[src/rtl/gpio_pol_pkg.sv]
package gpio_pol_pkg;

  localparam int IDX_W = 2;

  typedef enum logic [IDX_W-1:0] {
    SEL_INPUT  = 2'd0,
    SEL_LATCH  = 2'd1,
    SEL_POLAR  = 2'd2,
    SEL_DIREC  = 2'd3
  } regSel_e;

  typedef struct packed {
    logic    wrLatch;
    logic    wrPolar;
    logic    wrDirec;
    logic    rdCapture;
    regSel_e rdSel;
  } bankStrobe_t;

endpackage

[src/rtl/gpio_pol_ctrl.sv]
module gpio_pol_ctrl
  import gpio_pol_pkg::*;
(
  input  logic [IDX_W-1:0] regIdx,
  input  logic             wrEn,
  input  logic             rdEn,
  output bankStrobe_t      strobe
);

  regSel_e sel;

  assign sel = regSel_e'(regIdx);

  always_comb begin
    strobe           = '0;
    strobe.rdCapture = rdEn;
    strobe.rdSel     = sel;
    if (wrEn) begin
      unique case (sel)
        SEL_LATCH: strobe.wrLatch = 1'b1;
        SEL_POLAR: strobe.wrPolar = 1'b1;
        SEL_DIREC: strobe.wrDirec = 1'b1;
        default:   ;
      endcase
    end
  end

endmodule

[src/rtl/gpio_pol_dpath.sv]
module gpio_pol_dpath
  import gpio_pol_pkg::*;
#(
  parameter int               PIN_W     = 4,
  parameter int               DATA_W    = 8,
  parameter logic [PIN_W-1:0] LATCH_RST = '1,
  parameter logic [PIN_W-1:0] DIREC_RST = '1
)(
  input  logic              clk,
  input  logic              rstN,
  input  bankStrobe_t       strobe,
  input  logic [PIN_W-1:0]  wrBits,
  input  logic [PIN_W-1:0]  pinIn,
  output logic [PIN_W-1:0]  pinOe,
  output logic [PIN_W-1:0]  pinOut,
  output logic [DATA_W-1:0] rdData
);

  localparam int PAD_W = DATA_W - PIN_W;

  logic [PIN_W-1:0]  latchReg;
  logic [PIN_W-1:0]  polarReg;
  logic [PIN_W-1:0]  direcReg;
  logic [DATA_W-1:0] rdNext;

  always_ff @(posedge clk or negedge rstN) begin
    if (!rstN) begin
      latchReg <= LATCH_RST;
      polarReg <= '0;
      direcReg <= DIREC_RST;
    end else begin
      if (strobe.wrLatch) latchReg <= wrBits;
      if (strobe.wrPolar) polarReg <= wrBits;
      if (strobe.wrDirec) direcReg <= wrBits;
    end
  end

  // Registered per-pin drive stage
  genvar gp;
  generate
    for (gp = 0; gp < PIN_W; gp++) begin : g_pin
      always_ff @(posedge clk or negedge rstN) begin
        if (!rstN) begin
          pinOe[gp]  <= 1'b0;
          pinOut[gp] <= 1'b0;
        end else begin
          pinOe[gp]  <= ~direcReg[gp];
          pinOut[gp] <= latchReg[gp] & ~direcReg[gp];
        end
      end
    end
  endgenerate

  always_comb begin
    unique case (strobe.rdSel)
      SEL_INPUT: rdNext = {{PAD_W{1'b1}}, pinIn ^ polarReg};
      SEL_LATCH: rdNext = {{PAD_W{1'b1}}, latchReg};
      SEL_POLAR: rdNext = {{PAD_W{1'b0}}, polarReg};
      default:   rdNext = {{PAD_W{1'b1}}, direcReg};
    endcase
  end

  always_ff @(posedge clk or negedge rstN) begin
    if (!rstN)                 rdData <= '0;
    else if (strobe.rdCapture) rdData <= rdNext;
  end

endmodule

[src/rtl/gpio_pol_bank.sv]
module gpio_pol_bank
  import gpio_pol_pkg::*;
#(
  parameter int PIN_W  = 4,
  parameter int DATA_W = 8
)(
  input  logic              clk,
  input  logic              rstN,
  input  logic [IDX_W-1:0]  regIdx,
  input  logic              wrEn,
  input  logic [DATA_W-1:0] wrData,
  input  logic              rdEn,
  input  logic [PIN_W-1:0]  pinIn,
  output logic [PIN_W-1:0]  pinOe,
  output logic [PIN_W-1:0]  pinOut,
  output logic [DATA_W-1:0] rdData
);

  bankStrobe_t strobe;
  logic        unusedWrPad;

  assign unusedWrPad = ^wrData[DATA_W-1:PIN_W];

  gpio_pol_ctrl u_ctrl (
    .regIdx (regIdx),
    .wrEn   (wrEn),
    .rdEn   (rdEn),
    .strobe (strobe)
  );

  gpio_pol_dpath #(
    .PIN_W  (PIN_W),
    .DATA_W (DATA_W)
  ) u_dpath (
    .clk    (clk),
    .rstN   (rstN),
    .strobe (strobe),
    .wrBits (wrData[PIN_W-1:0]),
    .pinIn  (pinIn),
    .pinOe  (pinOe),
    .pinOut (pinOut),
    .rdData (rdData)
  );

endmodule

[config.mk]
export PLATFORM = sky130hd
export DESIGN_NAME = gpio_pol_bank
export DESIGN_NICKNAME = d
export VERILOG_FILES = /design/src/rtl/gpio_pol_pkg.sv /design/src/rtl/gpio_pol_ctrl.sv /design/src/rtl/gpio_pol_dpath.sv /design/src/rtl/gpio_pol_bank.sv
export SDC_FILE = /design/constraint.sdc
export NUM_CORES = 1
export LEC_CHECK = 0
export ABC_AREA = 1
export BUFFER_PORTS_ARGS = -buffer_cell sky130_fd_sc_hd__buf_2
export CORE_UTILIZATION = 45
export DETAILED_ROUTE_END_ITERATION = 16
export GPL_ROUTABILITY_DRIVEN = 0
export GPL_TIMING_DRIVEN = 1
export PLACE_DENSITY = 0.72
export SYNTH_ARGS = -nofsm -noshare
export SYNTH_HDL_FRONTEND = slang
export SYNTH_SLANG_ARGS = --single-unit
[constraint.sdc]
create_clock -name clk -period 1.3 [get_ports clk]
set_clock_uncertainty 0.2 [all_clocks]
set_input_delay 0.065 -clock clk [delete_from_list [all_inputs] [get_ports clk]]
set_output_delay 0.065 -clock clk [all_outputs]
set_load 0.1 [all_outputs]
After elaboration in Yosys (flattened, before gate mapping)
Cells that the tools add are included.
- output and inout bits: 16
- logic and storage cells: 30
- flip-flop bits (word level): 28
- reductions and logical operators: 1
- bitwise operators: 9
- equality and inequality tests: 3
- muxes and demuxes: 5
- operators by type and width (operator ; count):
    case mux 8 bit (3 select lines) ; 1
    bitwise AND 1 bit ; 4
    == test 2 bit (second input constant) ; 2
    NOT 1 bit ; 4
    bitwise XOR 4 bit ; 1
    2-to-1 mux 1 bit ; 3
    2-to-1 mux 3 bit ; 1
    == test 2 x 1 -> 1 bit (second input constant) ; 1
    logical NOT 2 bit ; 1

Depth between registers and ports, before layout
Gate-level depths: netlist (run 1).
- word-level depth: 3
- mapped depth: 7
- depth with buffers taken out: 6

Hierarchy
A second synthesis (run 1) with hierarchy kept.
- cell total of the unflattened synthesis: 130
- area total of the unflattened synthesis: 1101.1 sq um
- modules (own cells, without submodules) (module ; area each (sq um) ; instances ; cells an instance ; sequential area each (sq um)):
    gpio_pol_dpath ; 1056.0 ; 1 ; 121 ; 635.6
    gpio_pol_ctrl ; 45.0 ; 1 ; 9 ; 0.0

Least setup slack after synthesis (run 1)
Ideal clock, no wire load.
- path kind: flip-flop to output port
- start point: reg u_dpath.rdData[6] (netlist name)
- end point: out rdData[5]
- arrival: 1373 ps
- cell stages (with the launch flop): 2
- path buffers: 1
- path slack: -338 ps
- cell sequence: dfrtp_1 -> buf_4
- RTL lines (what ; RTL line ; source):
    end, declared ; gpio_pol_bank.sv:16 ; output logic [DATA_W-1:0] rdData

Final worst setup path (run 1)
- start point: reg u_dpath.rdData[6]
- end point: out rdData[6]
- RTL lines (what ; RTL line ; source):
    start, declared ; gpio_pol_dpath.sv:16 ; output logic [DATA_W-1:0] rdData
    start signal, assigned ; gpio_pol_dpath.sv:65 ; else if (strobe.rdCapture) rdData <= rdNext;
No word-level cell between the ends.

==> results of run 1 <==
[layout by cell type, fill, tap and decap left out]
cell type / n
nand2_2: 1
inv_1: 20
nand3_1: 8
dfrtp_2: 4
nor2_4: 1
dfrtp_1: 12
dfrtp_4: 1
nand3_2: 1
o21ai_0: 11
buf_12: 16
buf_2: 13
inv_2: 2
dfstp_2: 8
nand2_4: 1
nand2_1: 38
dlygate4sd3_1: 16
clkinv_2: 1
clkinv_1: 1
clkbuf_4: 3
nor2_1: 5
a21oi_1: 4
o21ai_1: 6
[metrics by stage]
step	hold slack (ns)	utilization	TNS (ns)	power, mW	area (um^2)
6_report	0.0356	0.747	-0.128	2.49	1680
5_1_grt	0.0318	0.747	-0.301	2.60	1680
4_1_cts	0.000333	0.746	-0.164	2.50	1680
3_5_place_dp	-0.125	0.663	0	2.13	1490
3_3_place_gp	-0.137	0.663	0	2.11	1490
2_1_floorplan	-0.431	-	0	1.71	1100
[sequential cells by signal (all words and copies together), names as in the netlist]
| register | count |
|---|---|
| u_dpath.pinOut | 4 |
| u_dpath.pinOe | 4 |
| u_dpath.polarReg | 4 |
| u_dpath.rdData | 5 |
| u_dpath.direcReg | 4 |
| u_dpath.latchReg | 4 |
[area by class of cell]
class,instances,area (um^2),area share
Clock buffer,3,22.5,0.0134
Clock inverter,1,5.00,0.00297
Inverter,23,86.3,0.0513
Multi-Input combinational cell,76,345,0.205
Sequential cell,25,644,0.383
Tap cell,28,35.0,0.0208
Timing Repair Buffer,45,546,0.324
[worst min-delay path by stage]
stage              start                end  slack (ns)  cells past startpoint
2_1_floorplan       rstN   u_dpath.pinOe[0]       -0.43                      0
3_3_place_gp        rstN  u_dpath.pinOut[0]       -0.14                      1
3_5_place_dp        rstN  u_dpath.pinOut[0]       -0.13                      1
4_1_cts        regIdx[0]  u_dpath.rdData[0]      0.0003                      6
5_1_grt        regIdx[0]  u_dpath.rdData[1]        0.03                      6
6_report       regIdx[0]  u_dpath.rdData[1]        0.04                      6
[power by group]
| part | internal (mW) | switching [mW] | leakage, nW | total, mW |
|---|---|---|---|---|
| registers | 0.935 | 0.114 | 0.284 | 1.05 |
| clock network | 0.115 | 0.221 | 0.0177 | 0.336 |
| logic | 0.391 | 0.713 | 0.530 | 1.10 |
| total | 1.44 | 1.05 | 0.832 | 2.49 |
[synthesized netlist by cell type]
master	instances
o21ai_0	13
nand3_2	1
nand3_1	8
clkinv_1	1
o21ai_1	4
nand2_4	1
dfrtp_1	17
inv_2	2
dfstp_2	8
nor2_1	5
buf_4	4
nand2_1	39
inv_1	20
nor2_4	1
a21oi_1	4
[cells by family after synthesis]
logic type / share of synthesized area
flip-flops: 0.581
AO/OA/AOI/OAI: 0.0960
buffers and inverters: 0.106
AND/OR/NAND/NOR: 0.217
[metal layers]
| layer | GRT usage | part of all wire | vias to the layer above | routed length (um) |
|---|---|---|---|---|
| li1 | - | - | 484 | - |
| met1 | 0.261 | 0.41 | 428 | 927 |
| met2 | 0.333 | 0.51 | 47 | 1130 |
| met3 | 0.0327 | 0.069 | 3 | 154 |
| met4 | 0.0541 | 0.0085 | 0 | 19 |
| met5 | 0 | 0 | - | 0 |
[repair_timing]
| item | in CTS | in global routing |
|---|---|---|
| hold endpoints to repair | 42 | 0 |
| setup endpoints to repair | 4 | 8 |
| gates cloned | 0 | 0 |
| gates resized for setup | 0 | 3 |
| hold buffers | 16 | 0 |
==> summary.md, run 1 <==
| Metric | Value |
|---|---|
| Die Y | `51.3 um` |
| Syn Nets | `146` |
| Wire per inst | `11.1 um` |
| Cts bufs inserted | `3` |
| Register area share after synthesis | `0.581` |
| Fillers | `174` |
| Synthesized area | `1090 um^2` |
| Final ANT Viol Nets | `0` |
| Clock sink total | `25` |
| Yosys top cell by area | `dfrtp_1` |
| Max-Cap Viols | `0` |
| Synth top area share | `0.389` |
| Tot GR Track Use | `0.197` |
| Outcome | `finished, violations left` |
| Crit path max-delay cell type | `dfrtp_4` |
| Endpoints failing hold | `0` |
| Unrepaired setup endpoints after global routing | `true` |
| Crit share post-route | `1.03` |
| CP Capture Point | `rdData[6]` |
| Die Wd | `51.3 um` |
| Area Growth Syn to Fin | `53.8%` |
| Layout Nets | `192` |
| Max-slew violation count | `0` |
| Via Count | `962` |
| Worst EP required | `1.03 ns` |
| Worst hold path type | `in -> reg` |
| Synth warn | `0` |
| Clk buf depth | `2` |
| Crit path max fanout | `5` |
| CP Capture Type | `output port` |
| Row cnt | `17` |
| Worst Reg-to-Reg Cells | `4` |
| Tmin final | `1.33 ns` |
| Core ar. | `2250 um^2` |
| Worst R2R Start | `u_dpath.direcReg[3]` |
| CTS Root Cell | `clkbuf_4` |
| CP peak stage delay | `0.56 ns` |
| Io pins | `34` |
| Worst Path Class, Setup | `reg -> out` |
| Pwr per Cell Area | `1480 nW/um^2` |
| Clk_lat worst skew | `0.31 ns` |
| Most area-consuming cells after synthesis | `dfrtp_1 39%, dfstp_2 19%, nand2_1 13%` |
| Worst setup margin | `-0.0328 ns` |
| Synthesized area per cell | `8.55 um^2` |
| Critical Path Start | `u_dpath.rdData[6]` |
| Largest net degree at the start of global routing | `26` |
| Synth cell types | `15` |
| Starting Density | `0.486` |
| # Post-CTS Setup Buffers | `0` |
| Worst R2R End | `u_dpath.rdData[3]` |
| Detail Placement HPWL | `1570 um` |
| VDD IR max | `1.05 mV` |
| Total die area | `2630 um^2` |
| First-pass GRT wire length | `3800 um` |
| First drt pass iteration count | `4` |
| Placed insts | `181` |
| Worst Path Buf+Inv | `1` |
| CP delay by family, top | `flip-flops` |
| Setup-failing EPs final | `4` |
| Inserted Diodes | `0` |
| H-tree depth | `1` |
| Share of cells above drive strength 1 | `0.301` |
| Relative max-transition margin | `0.639` |
| Routed wire length | `2240 um` |
| Leakage | `0.832 nW` |
| Violations in the final reports | `setup timing` |
| Fmax | `0.750 GHz` |
| Reg clk slew, reported paths | `0.13 ns` |
| GRT overflow | `0` |
| Final Non-Filler Cells | `201` |
| Pre-CTS WS | `0.186 ns` |
| Count of state elements after synthesis | `25` |
| Mapped Cells | `128` |
| Stages on the worst setup path | `1` |
| Residual DRC count | `0` |
| Vias per cell | `4.79` |
| CP Cell Sequence | `buf_12` |
| FF-to-FF setup slack | `0.15 ns` |
| Initial antenna violation count | `0` |
| Worst Path Arrival | `1.07 ns` |
| Critical Path Start Type | `flip-flop` |
| Port bufs | `29` |
| Initial DRC Count | `35` |
| Vias in the first global route | `855` |
| Worst-Margin Slew | `0.542 ns` |
| CTS tree | `done` |
Note: power is estimated with default switching activity, not from simulation.
==> run 2: changes to the inputs <==
Settings changed: CORE_ASPECT_RATIO set to 1.2.
==> run 2 against run 1 <==
Effect of this change: the flow finishes with violations (hold timing, setup timing); sequential share of layout area down 0.31 points; cell count up 1.5%; die area about the same; count of clock-buffer cells in the layout unchanged; global-route usage up 2.5 points; largest cell class unchanged; largest power group unchanged.
==> summary.md, run 2 (synthesized netlist as in run 1, its figures left out) <==
| Metric | Value |
|---|---|
| Most common cell after layout, fill and taps aside | `nand2_1` |
| Register area | `644 um^2 (unchanged)` |
| Max reg flops | `5 (unchanged)` |
| Row cnt | `19 (+2)` |
| Clk buf depth | `2 (unchanged)` |
| Pint | `1.44 mW (+0.27%)` |
| GRT overflow | `0 (unchanged)` |
| Fillers | `168 (-3.4%)` |
| Outcome | `finished, violations left` |
| Cts bufs inserted | `3 (unchanged)` |
| CP peak stage delay | `0.57 ns (about the same)` |
| Wire per inst | `12.0 um (+7.8%)` |
| Max-slew violation count | `0 (unchanged)` |
| Total die area | `2630 um^2 (about the same)` |
| Tot GR Track Use | `0.222 (+0.0246)` |
| Starting Density | `0.475 (-0.0108)` |
| Worst EP required | `1.03 ns (about the same)` |
| Initial antenna violation count | `0 (unchanged)` |
| Multi-input logic area | `348 um^2 (+0.72%)` |
| Layout Nets | `192 (unchanged)` |
| Io pins | `34 (unchanged)` |
| Detail Placement HPWL | `1690 um (+8.0%)` |
| Clock sink total | `25 (unchanged)` |
| Worst Path Class, Setup | `reg -> out` |
| Die Y | `56.0 um (+9.2%)` |
| Share of cells above drive strength 1 | `0.306 (+0.00578)` |
| Port bufs | `29 (unchanged)` |
| CP Cell Sequence | `buf_12` |
| Via Count | `990 (+2.9%)` |
| Fmax | `0.742 GHz (-1.1%)` |
| Worst Path Buf+Inv | `1 (unchanged)` |
| Tot Pwr | `2.52 mW (+1.2%)` |
| Reg clk slew, reported paths | `0.13 ns (about the same)` |
| P_sw | `1.08 mW (+2.6%)` |
| Crit path max fanout | `5 (unchanged)` |
| Worst Path Arrival | `1.08 ns (about the same)` |
| Net Sw Frac | `0.427 (+0.00558)` |
| Initial DRC Count | `30 (-14%)` |
| Worst-Margin Slew | `0.532 ns (-0.00986 ns)` |
| Clock share of power | `0.142 (+0.007)` |
| First-pass GRT wire length | `4170 um (+9.8%)` |
| Setup-failing EPs final | `4 (unchanged)` |
| Setup TNS | `-0.187 ns (-0.0588 ns)` |
| Tmin final | `1.35 ns (+0.0145 ns)` |
| FF-to-FF setup slack | `0.08 ns (-0.07 ns)` |
| Core ar. | `2310 um^2 (+2.3%)` |
| Residual DRC count | `0 (unchanged)` |
| Endpoints failing hold | `1 (+1)` |
| Crit path max-delay cell type | `dfrtp_4` |
| Hold_ws | `-0.0100 ns (-0.0457 ns)` |
| Flop pwr share | `0.418 (-0.003)` |
| Worst setup margin | `-0.0473 ns (-0.0145 ns)` |
| Max-Cap Viols | `0 (unchanged)` |
| Area Growth Syn to Fin | `55.1%` |
| Inserted Diodes | `0 (unchanged)` |
| Violations in the final reports | `hold timing, setup timing` |
| Gate power share | `0.440 (-0.003)` |
| First drt pass iteration count | `4 (unchanged)` |
| Vias in the first global route | `1,010 (+18%)` |
| Largest net degree at the start of global routing | `26 (unchanged)` |
| Pwr per Cell Area | `1480 nW/um^2 (+0.43%)` |
| Critical Path Start Type | `flip-flop` |
| Clk_lat worst skew | `0.32 ns (about the same)` |
| Vias per cell | `4.85 (+1.4%)` |
| CTS Root Cell | `clkbuf_4` |
| # Post-CTS Setup Buffers | `0 (unchanged)` |
| CP Capture Type | `output port` |
| Relative max-transition margin | `0.645 (+0.00657)` |
| Unrepaired setup endpoints after global routing | `true` |
| Die Wd | `47.0 um (-8.4%)` |
| Crit share post-route | `1.04 (+0.0112)` |
| Most frequent cells in the layout | `38 x nand2_1, 20 x inv_1, 16 x buf_12` |
| Routed wire length | `2450 um (+9.4%)` |
| Leakage | `0.846 nW (+1.7%)` |
| CTS tree | `done` |
| CP delay by family, top | `flip-flops` |
| VDD IR max | `1.26 mV (+20%)` |
| Worst hold path type | `in -> reg` |
| Most flops, register | `u_dpath.rdData` |
| H-tree depth | `1 (unchanged)` |
| Final ANT Viol Nets | `0 (unchanged)` |
[run 2: through the flow]
stage          hold WS (ns)  worst slack, ns  std cells  utilization  cell area, um^2
3_5_place_dp         -0.124            0.171        184        0.649             1500
3_3_place_gp         -0.138            0.178        184        0.649             1500
2_1_floorplan        -0.431           0.0755        128            -             1100
5_1_grt              0.0327          -0.0793        204        0.736             1700
4_1_cts             0.00416          -0.0498        204        0.732             1690
6_report            -0.0100          -0.0473        204        0.736             1700
[run 2: routing by layer]
layer | wire length, um | share of wire | up-vias | GRT usage
met5 | 0 | 0 | - | 0
met4 | 44 | 0.018 | 0 | 0.0776
met3 | 107 | 0.044 | 6 | 0.0195
met2 | 1370 | 0.56 | 37 | 0.403
met1 | 920 | 0.38 | 467 | 0.254
li1 | - | - | 480 | -
[run 2: area by class of cell]
class                   count  share of cell area
clock buffers               3              0.0133
clock inverters             1             0.00442
inverters                  23              0.0508
multi-input cells          76               0.205
flip-flops and latches     25               0.380
well taps                  31              0.0228
repair buffers             45               0.324
[run 2: power groups by stage]
stage	combinational [mW]	sequential (mW)	clock, mW
final	1.11	1.05	0.357
after global routing	1.17	1.07	0.398
after CTS	1.11	1.05	0.356
after detailed placement	1.07	1.07	0
after global placement	1.05	1.06	0
after floorplan	0.237	1.47	0
[run 2: final timing paths]
| path | end | from | depth (start not counted) |
|---|---|---|---|
| max | rdData[6] | u_dpath.rdData[6] | 1 |
| min | u_dpath.rdData[1] | regIdx[1] | 6 |
| max reg2reg | u_dpath.rdData[3] | u_dpath.latchReg[3] | 4 |
| min reg2reg | u_dpath.pinOe[2] | u_dpath.direcReg[2] | 1 |
| max in group asynchronous | u_dpath.rdData[6] | rstN | 2 |
| min in group asynchronous | u_dpath.pinOe[1] | rstN | 2 |
[run 2: what timing repair did]
item	CTS	global route
hold buffers	16	0
resized for setup	0	6
endpoints found under the setup margin	4	11
hold endpoints to repair	42	0
